`config.mk`:
```
export PLATFORM = sky130hd
export DESIGN_NAME = fpc_unit
export DESIGN_NICKNAME = d
export VERILOG_FILES = /design/src/rtl/fpc_pkg.sv /design/src/rtl/fpc_classify.sv /design/src/rtl/fpc_mag_order.sv /design/src/rtl/fpc_resolve.sv /design/src/rtl/fpc_unit.sv
export SDC_FILE = /design/constraint.sdc
export NUM_CORES = 1
export LEC_CHECK = 0
export ABC_AREA = 1
export CAP_MARGIN = 20
export CORE_MARGIN = 2
export CORE_UTILIZATION = 35
export DETAILED_ROUTE_END_ITERATION = 7
export GPL_ROUTABILITY_DRIVEN = 0
export PLACE_DENSITY = 0.72
export SKIP_LAST_GASP = 1
export SYNTH_ARGS = -nofsm -noshare
export SYNTH_HDL_FRONTEND = slang
export SYNTH_SLANG_ARGS = --single-unit
```
`constraint.sdc`:
```
create_clock -name clk -period 0.9 [get_ports clk]
set_input_delay 0.135 -clock clk [delete_from_list [all_inputs] [get_ports clk]]
set_output_delay 0.135 -clock clk [all_outputs]
set_load 0.05 [all_outputs]
```
`src/rtl/fpc_pkg.sv`:
```
package fpc_pkg;
    localparam int EXP_W   = 8;
    localparam int FRAC_W  = 23;
    localparam int MAG_W   = EXP_W + FRAC_W;
    localparam int WORD_W  = MAG_W + 1;
    localparam int CHUNK_W = 8;
    localparam int N_CHUNK = (MAG_W + CHUNK_W - 1) / CHUNK_W;
    localparam int PAD_W   = N_CHUNK * CHUNK_W;

    typedef struct packed {
        logic             sign;
        logic             is_nan;
        logic             is_zero;
        logic [MAG_W-1:0] mag;
    } opnd_info_t;

    typedef enum logic [1:0] {
        ORD_LT = 2'd0,
        ORD_EQ = 2'd1,
        ORD_GT = 2'd2
    } mag_ord_t;

    typedef struct packed {
        logic lt;
        logic eq;
        logic gt;
        logic un;
    } cc_t;

    typedef struct packed {
        cc_t cc;
    } fpc_state_t;
endpackage

```
`src/rtl/fpc_classify.sv`:
```
module fpc_classify
    import fpc_pkg::*;
(
    input  logic [WORD_W-1:0] word,
    output opnd_info_t        info
);
    logic [EXP_W-1:0]  exp_f;
    logic [FRAC_W-1:0] frac_f;
    logic              exp_ones;

    always_comb begin
        exp_f    = word[WORD_W-2 -: EXP_W];
        frac_f   = word[FRAC_W-1:0];
        exp_ones = &exp_f;

        info.sign    = word[WORD_W-1];
        info.mag     = word[MAG_W-1:0];
        info.is_nan  = exp_ones && (|frac_f);
        info.is_zero = ~|word[MAG_W-1:0];
    end
endmodule

```
`src/rtl/fpc_mag_order.sv`:
```
module fpc_mag_order
    import fpc_pkg::*;
(
    input  logic [MAG_W-1:0] mag_a,
    input  logic [MAG_W-1:0] mag_b,
    output mag_ord_t         ord
);
    logic [PAD_W-1:0]   pad_a;
    logic [PAD_W-1:0]   pad_b;
    logic [N_CHUNK-1:0] ch_lt;
    logic [N_CHUNK-1:0] ch_eq;

    assign pad_a = {{(PAD_W-MAG_W){1'b0}}, mag_a};
    assign pad_b = {{(PAD_W-MAG_W){1'b0}}, mag_b};

    // Per-slice compares, resolved from the most significant slice down.
    for (genvar g = 0; g < N_CHUNK; g++) begin : g_slice
        logic [CHUNK_W-1:0] sa;
        logic [CHUNK_W-1:0] sb;
        assign sa       = pad_a[g*CHUNK_W +: CHUNK_W];
        assign sb       = pad_b[g*CHUNK_W +: CHUNK_W];
        assign ch_lt[g] = (sa < sb);
        assign ch_eq[g] = (sa == sb);
    end

    always_comb begin
        logic decided;
        decided = 1'b0;
        ord     = ORD_EQ;
        for (int i = N_CHUNK - 1; i >= 0; i--) begin
            if (!decided && !ch_eq[i]) begin
                decided = 1'b1;
                ord     = ch_lt[i] ? ORD_LT : ORD_GT;
            end
        end
    end
endmodule

```
`src/rtl/fpc_resolve.sv`:
```
module fpc_resolve
    import fpc_pkg::*;
(
    input  opnd_info_t info_a,
    input  opnd_info_t info_b,
    input  mag_ord_t   ord,
    output cc_t        cc
);
    always_comb begin
        cc = '0;
        if (info_a.is_nan || info_b.is_nan) begin
            cc.un = 1'b1;
        end else if (info_a.is_zero && info_b.is_zero) begin
            cc.eq = 1'b1;
        end else if (info_a.sign != info_b.sign) begin
            cc.lt = info_a.sign;
            cc.gt = info_b.sign;
        end else if (ord == ORD_EQ) begin
            cc.eq = 1'b1;
        end else if (!info_a.sign) begin
            cc.lt = (ord == ORD_LT);
            cc.gt = (ord == ORD_GT);
        end else begin
            cc.lt = (ord == ORD_GT);
            cc.gt = (ord == ORD_LT);
        end
    end
endmodule

```
`src/rtl/fpc_unit.sv`:
```
module fpc_unit
    import fpc_pkg::*;
(
    input  logic              clk,
    input  logic              rst_n,
    input  logic              cmp_valid,
    input  logic [WORD_W-1:0] opnd_a,
    input  logic [WORD_W-1:0] opnd_b,
    output logic              flag_lt,
    output logic              flag_eq,
    output logic              flag_gt,
    output logic              flag_unord
);
    opnd_info_t info [2];
    mag_ord_t   ord;
    cc_t        cc_new;
    fpc_state_t st_d;
    fpc_state_t st_q;

    for (genvar k = 0; k < 2; k++) begin : g_cls
        fpc_classify u_cls (
            .word (k == 0 ? opnd_a : opnd_b),
            .info (info[k])
        );
    end

    fpc_mag_order u_ord (
        .mag_a (info[0].mag),
        .mag_b (info[1].mag),
        .ord   (ord)
    );

    fpc_resolve u_res (
        .info_a (info[0]),
        .info_b (info[1]),
        .ord    (ord),
        .cc     (cc_new)
    );

    always_comb begin
        st_d = st_q;
        if (cmp_valid) begin
            st_d.cc = cc_new;
        end
    end

    always_ff @(posedge clk or negedge rst_n) begin
        if (!rst_n) begin
            st_q <= '0;
        end else begin
            st_q <= st_d;
        end
    end

    assign flag_lt    = st_q.cc.lt;
    assign flag_eq    = st_q.cc.eq;
    assign flag_gt    = st_q.cc.gt;
    assign flag_unord = st_q.cc.un;
endmodule

```
# Yosys cells after proc, flatten, opt, wreduce, memory -nomap -nowiden
# Cells that the tools add are included.
[classes] n_lt_le_gt_ge=4 eq_ne=7 reduce_logical=21 muxes=24
[ops] cell="OR reduction 31 bit" n=2
[ops] cell="OR reduction 23 bit" n=2
[ops] cell="equality test 8 bit" n=3
[ops] cell="< comparator 8 bit" n=3
[ops] cell="two-way mux 2 bit" n=8
[ops] cell="AND reduction 8 bit" n=2
[ops] cell="two-way mux 1 bit" n=15
[ops] cell="equality test 7 bit" n=1
[ops] cell="logical NOT 1 bit" n=7
[ops] cell="< comparator 7 bit" n=1
[ops] cell="logical AND 1 bit" n=6
[ops] cell="two-way mux 3 bit" n=1
[ops] cell="equality test 2 x 1 -> 1 bit, second input constant" n=1
[ops] cell="equality test 2 bit, second input constant" n=1
[ops] cell="logical NOT 2 bit" n=1
[ops] cell="logical OR 1 bit" n=1
[ops] cell="!= test 1 bit" n=1
[totals] ff_bits=4 output_inout_bits=4 word_cells=60 input_bits=67

# Logic depth before layout (Yosys ltp)
[logic_depth] depth_word=16 depth_mapped=14 mapped_depth_nobuf=14

# By module
# Synthesis repeated with hierarchy kept, for this count alone.
[unflattened] cells_unflattened=323 area_unflattened_um2=1936.9
[modules_own_cells] module="fpc_mag_order" n_inst=1 seq_area_each_um2=0.0 area_each_um2=903.4 cells_per_inst=147
[modules_own_cells] module="fpc_classify" n_inst=2 seq_area_each_um2=0.0 area_each_um2=397.9 cells_per_inst=69
[modules_own_cells] module="fpc_unit" n_inst=1 seq_area_each_um2=100.1 area_each_um2=148.9 cells_per_inst=17
[modules_own_cells] module="fpc_resolve" n_inst=1 seq_area_each_um2=0.0 area_each_um2=88.8 cells_per_inst=21

# Worst setup path after synthesis
# No wires, ideal clock.
[synth_timing] kind="input to register" startpoint="input opnd_b[15]" endpoint="register st_q (netlist bit flag_gt)" stages=13 setup_ns=0.118 arrival_ns=1.247 t_required_ns=0.782 slack_ns=-0.465 path_buffers=0 path_cell_list="inv_1 ha_1 nand2_1 nor2_2 nand2_2 nor2_4 nand3_2 nor2_2 nor2_2 nand3_2 nand2_1 nand3_1 nand2_1"
[synth_between] elab_chain_len=13 elab_cells_between_ends=24 cone_classes="1 x order compare; 3 x eq/ne; 9 x mux; 11 x reduce/logical"
[synth_rtl] item="from (decl)" line_no="fpc_unit.sv:8" text="input logic [WORD_W-1:0] opnd_b,"
[synth_rtl] item="parallel branches: the longest is 12 deep, another holds < comparator 8 bit"
[synth_rtl] item="two-way mux 3 bit *" line_no="fpc_resolve.sv:11" text="if (info_a.is_nan || info_b.is_nan) begin"
[synth_rtl] item="to (signal assigned)" line_no="fpc_unit.sv:51" text="st_q <= st_d;"
[synth_rtl] item="to (decl)" line_no="fpc_unit.sv:18" text="fpc_state_t st_q;"
# Every way passes the cells marked *.
# A chain may end at the register's enable or synchronous reset.

# Final worst setup path
[layout_timing] startpoint="input opnd_b[26]" endpoint="register st_q (netlist bit flag_lt)"
[layout_between] elab_chain_len=15 elab_cells_between_ends=29 cone_classes="1 x order compare; 3 x eq/ne; 13 x mux; 12 x reduce/logical"
[layout_rtl] item="parallel branches: the longest is 14 deep, another holds < comparator 7 bit"
[layout_rtl] item="two-way mux 3 bit *" line_no="fpc_resolve.sv:11"
# Marks and branches as above.

==> run metrics <==
Skew-Pair Late Insertion Delay 0.22 ns; Synth cell types 23; violations in the final reports setup timing; R2R cell count 3; busiest metal layer after global routing met2; mean post-synth cell area ~5.9 sq um; synthesized area 0.00143 sq mm; Net Sw Power 0.000851 W; Final setup violation count 8; largest net degree at the start of global routing 5; Slew HR between 70% and 80%; Top delay family on crit path simple AND/OR/NAND/NOR gates; initial antenna violation count 0; startpoint types input port; Clock Tree Buf Depth 2; kind of critical path input port to register; Multi-input gate area about 0.0018 sq mm; dpl ws -1.13 ns; max cap viols 0; Clock Sinks 4; vias roughly 2,000; GRT met1 Usage about a quarter; Tot GR Track Use around 23%; Critical Path AT 1.45 ns; CP startpoint opnd_b[26]; CP Cell Sequence buf_8 > inv_4 > ha_4 > nand3_4 > nor3_4 > nand3_2 > nor2_2 > nor2_2 > nand3_2 > nand2_1 > nand3_1 > nand2_1; fraction of layout cells with a size suffix above 1 roughly 66%; Detailed Route WL 5300 microns; vias in the first global route roughly 2,000; total power density per cell area 668 mW/mm^2; Overflow after GRT 0; wire length per cell between 10 and 15 microns; Fin Hold WS 0.121 ns; Final Cycle Share 149%; CP bufs+invs 2; clock root cell clkbuf_8; H-tree depth 1; Min-Delay Path Class input port to asynchronous set/reset pin; met3 Use GR ~1.6%; number of remaining DRC errors 0; first-pass GRT wire length 8150 microns; Worst-path clk slew approximately 0.030 ns; Initial Util about 36%; number of I/O pins 71; Antenna diodes 0; setup TNS -1.27 ns; Worst R2R Setup Slack 0.11 ns; Lkg Pwr about 1.5 nW; DR iter-0 viols 58; RSZ-0062 raised after global routing true; Die Height between 60 and 70 microns; Layout Nets approximately 460; CP Max Fanout 4; share of power burned in registers between 10 and 15%; DP HPWL around 4000 microns; DIE AREA roughly 0.0046 sq mm; Die W about 68 microns; vias per cell about 4.8; Peak VDD IR 0.341 mV; Logic pwr share approximately 72%; post-synthesis cell count 244; Pint about 0.0013 W; core area just under 0.004 sq mm; Final ANT Viol Nets 0; syn nets approximately 340; CTS Buf Count 3; Worst Path Required between 1 and 1.5 ns; maximum clock rate about 0.75 GHz; I/O Buffers 70; final hold vios 0; CTS tree built; slowest stage cell, crit path ha_4; setup slack after layout -0.442 ns; Core Rows 23; clock share of power 18.2%; number of synthesized register bits 4; CP max stage delay roughly 0.28 ns; Tightest Pin Transition around 0.30 ns; Hold-fix buffers, CTS 0; worst r2r dst flag_eq; Yosys Warn Count 0; Period minus WS final about 1.3 ns; post-layout power about 0.0021 W; Max Transition Viols Final 0; Fin Clk Skew 0 ns; met2 usage 44.9%; Sw Ratio between 40% and 50%; layout overhead on the synthesized area 122%; sequential area share after synthesis under 10%; storage element area 100 sq um; status finished with violations; kind of end point of the critical path register; Fillers 270; R2R Path Start flag_eq; Initial DRT Pass Iterations 4
-- cell usage in the layout (no fill, tap or decap), drive strengths merged --
cell type,instances
a21oi,13
buf,102
clkbuf,8
clkdlybuf4s50,4
clkinv,1
dfrtp,4
ha,31
inv,44
nand2,66
nand3,14
nand3b,1
nand4,8
nor2,44
nor3,9
nor3b,1
nor4,2
o21a,1
o21ai,3
o21bai,1
xor2,1
-- power by group through the flow --
stage / registers (W) / logic, W / clock network (W)
2_1_floorplan: 0.000266 / 0.000546 / 0
3_3_place_gp: 0.000219 / 0.00125 / 0
3_5_place_dp: 0.000220 / 0.00127 / 0
4_1_cts: 0.000217 / 0.00141 / 0.000381
5_1_grt: 0.000219 / 0.00165 / 0.000390
6_report: 0.000217 / 0.00152 / 0.000385
-- routing by layer --
metal  wire length, microns  up-vias  share of wire, %
met4                     80        0               1.5
met5                      0        -                 0
met1                   2140      882                40
met2                   2860       55                54
met3                    223        9               4.2
li1                       -     1019                 -
-- worst max path at each step --
stage               to  slack, ns  depth (start not counted)
6_report       flag_lt      -0.44                         12
2_1_floorplan  flag_gt      -0.37                         11
3_3_place_gp   flag_gt      -1.11                         14
3_5_place_dp   flag_lt      -1.13                         14
5_1_grt        flag_gt      -0.55                         12
4_1_cts        flag_lt      -0.42                         14
-- timing repair --
item                                    in CTS  in global routing
buffers inserted                             8                  2
endpoints found under the setup margin       8                  8
pin swaps                                   63                 39
resized for setup                          303                 76
-- cells by family after synthesis --
| kind of cell | Yosys count | share of synthesized area [%] |
|---|---|---|
| xor+xnor | 1 | 0.613 |
| simple gates | 145 | 46.8 |
| compound gates | 18 | 6.65 |
| flops | 4 | 7.00 |
| fa+ha+maj | 31 | 27.1 |
| buf+inv | 45 | 11.8 |
-- state kept, by name (all words and copies together), names as in the netlist --
signal      flops
flag_eq         1
flag_lt         1
flag_gt         1
flag_unord      1
-- Yosys cell counts (all sizes together) --
cell    number  share of area [%]
o21bai       1               0.53
nor4         2               0.87
ha          31                 27
nand3b       1               0.53
nor3b        1               0.53
dfrtp        4                7.0
nand3       14                5.9
xor2         1               0.61
nor2        44                 13
clkinv       1               0.26
nor3         9                3.9
o21a         1               0.53
a21oi       13                4.5
inv         44                 12
nand4        8                3.5
nand2       66                 18
o21ai        3                1.0
-- worst register-to-register path, cell delays in order (launching register included) --
cell	delay, ns
dfrtp_1	0.41
buf_4	0.15
nand2_1	0.05
nand2_1	0.05
-- stage by stage --
step | instances | utilization [%] | cell area [sq um]
CTS | 409 | 75.9 | 3010
floorplan | 244 | - | 1770
global placement | 399 | 71.4 | 2830
global route | 408 | 80.0 | 3180
detailed placement | 399 | 71.4 | 2830
finish | 408 | 80.0 | 3180
-- layout make-up --
cell class	instances	share of cell area, %
multi-input cells	195	57.1
inverters	45	7.56
clock buffers	3	1.30
well taps	50	1.97
flip-flops and latches	4	3.15
repair buffers	111	28.9
Power figures use the tool's default switching activity.
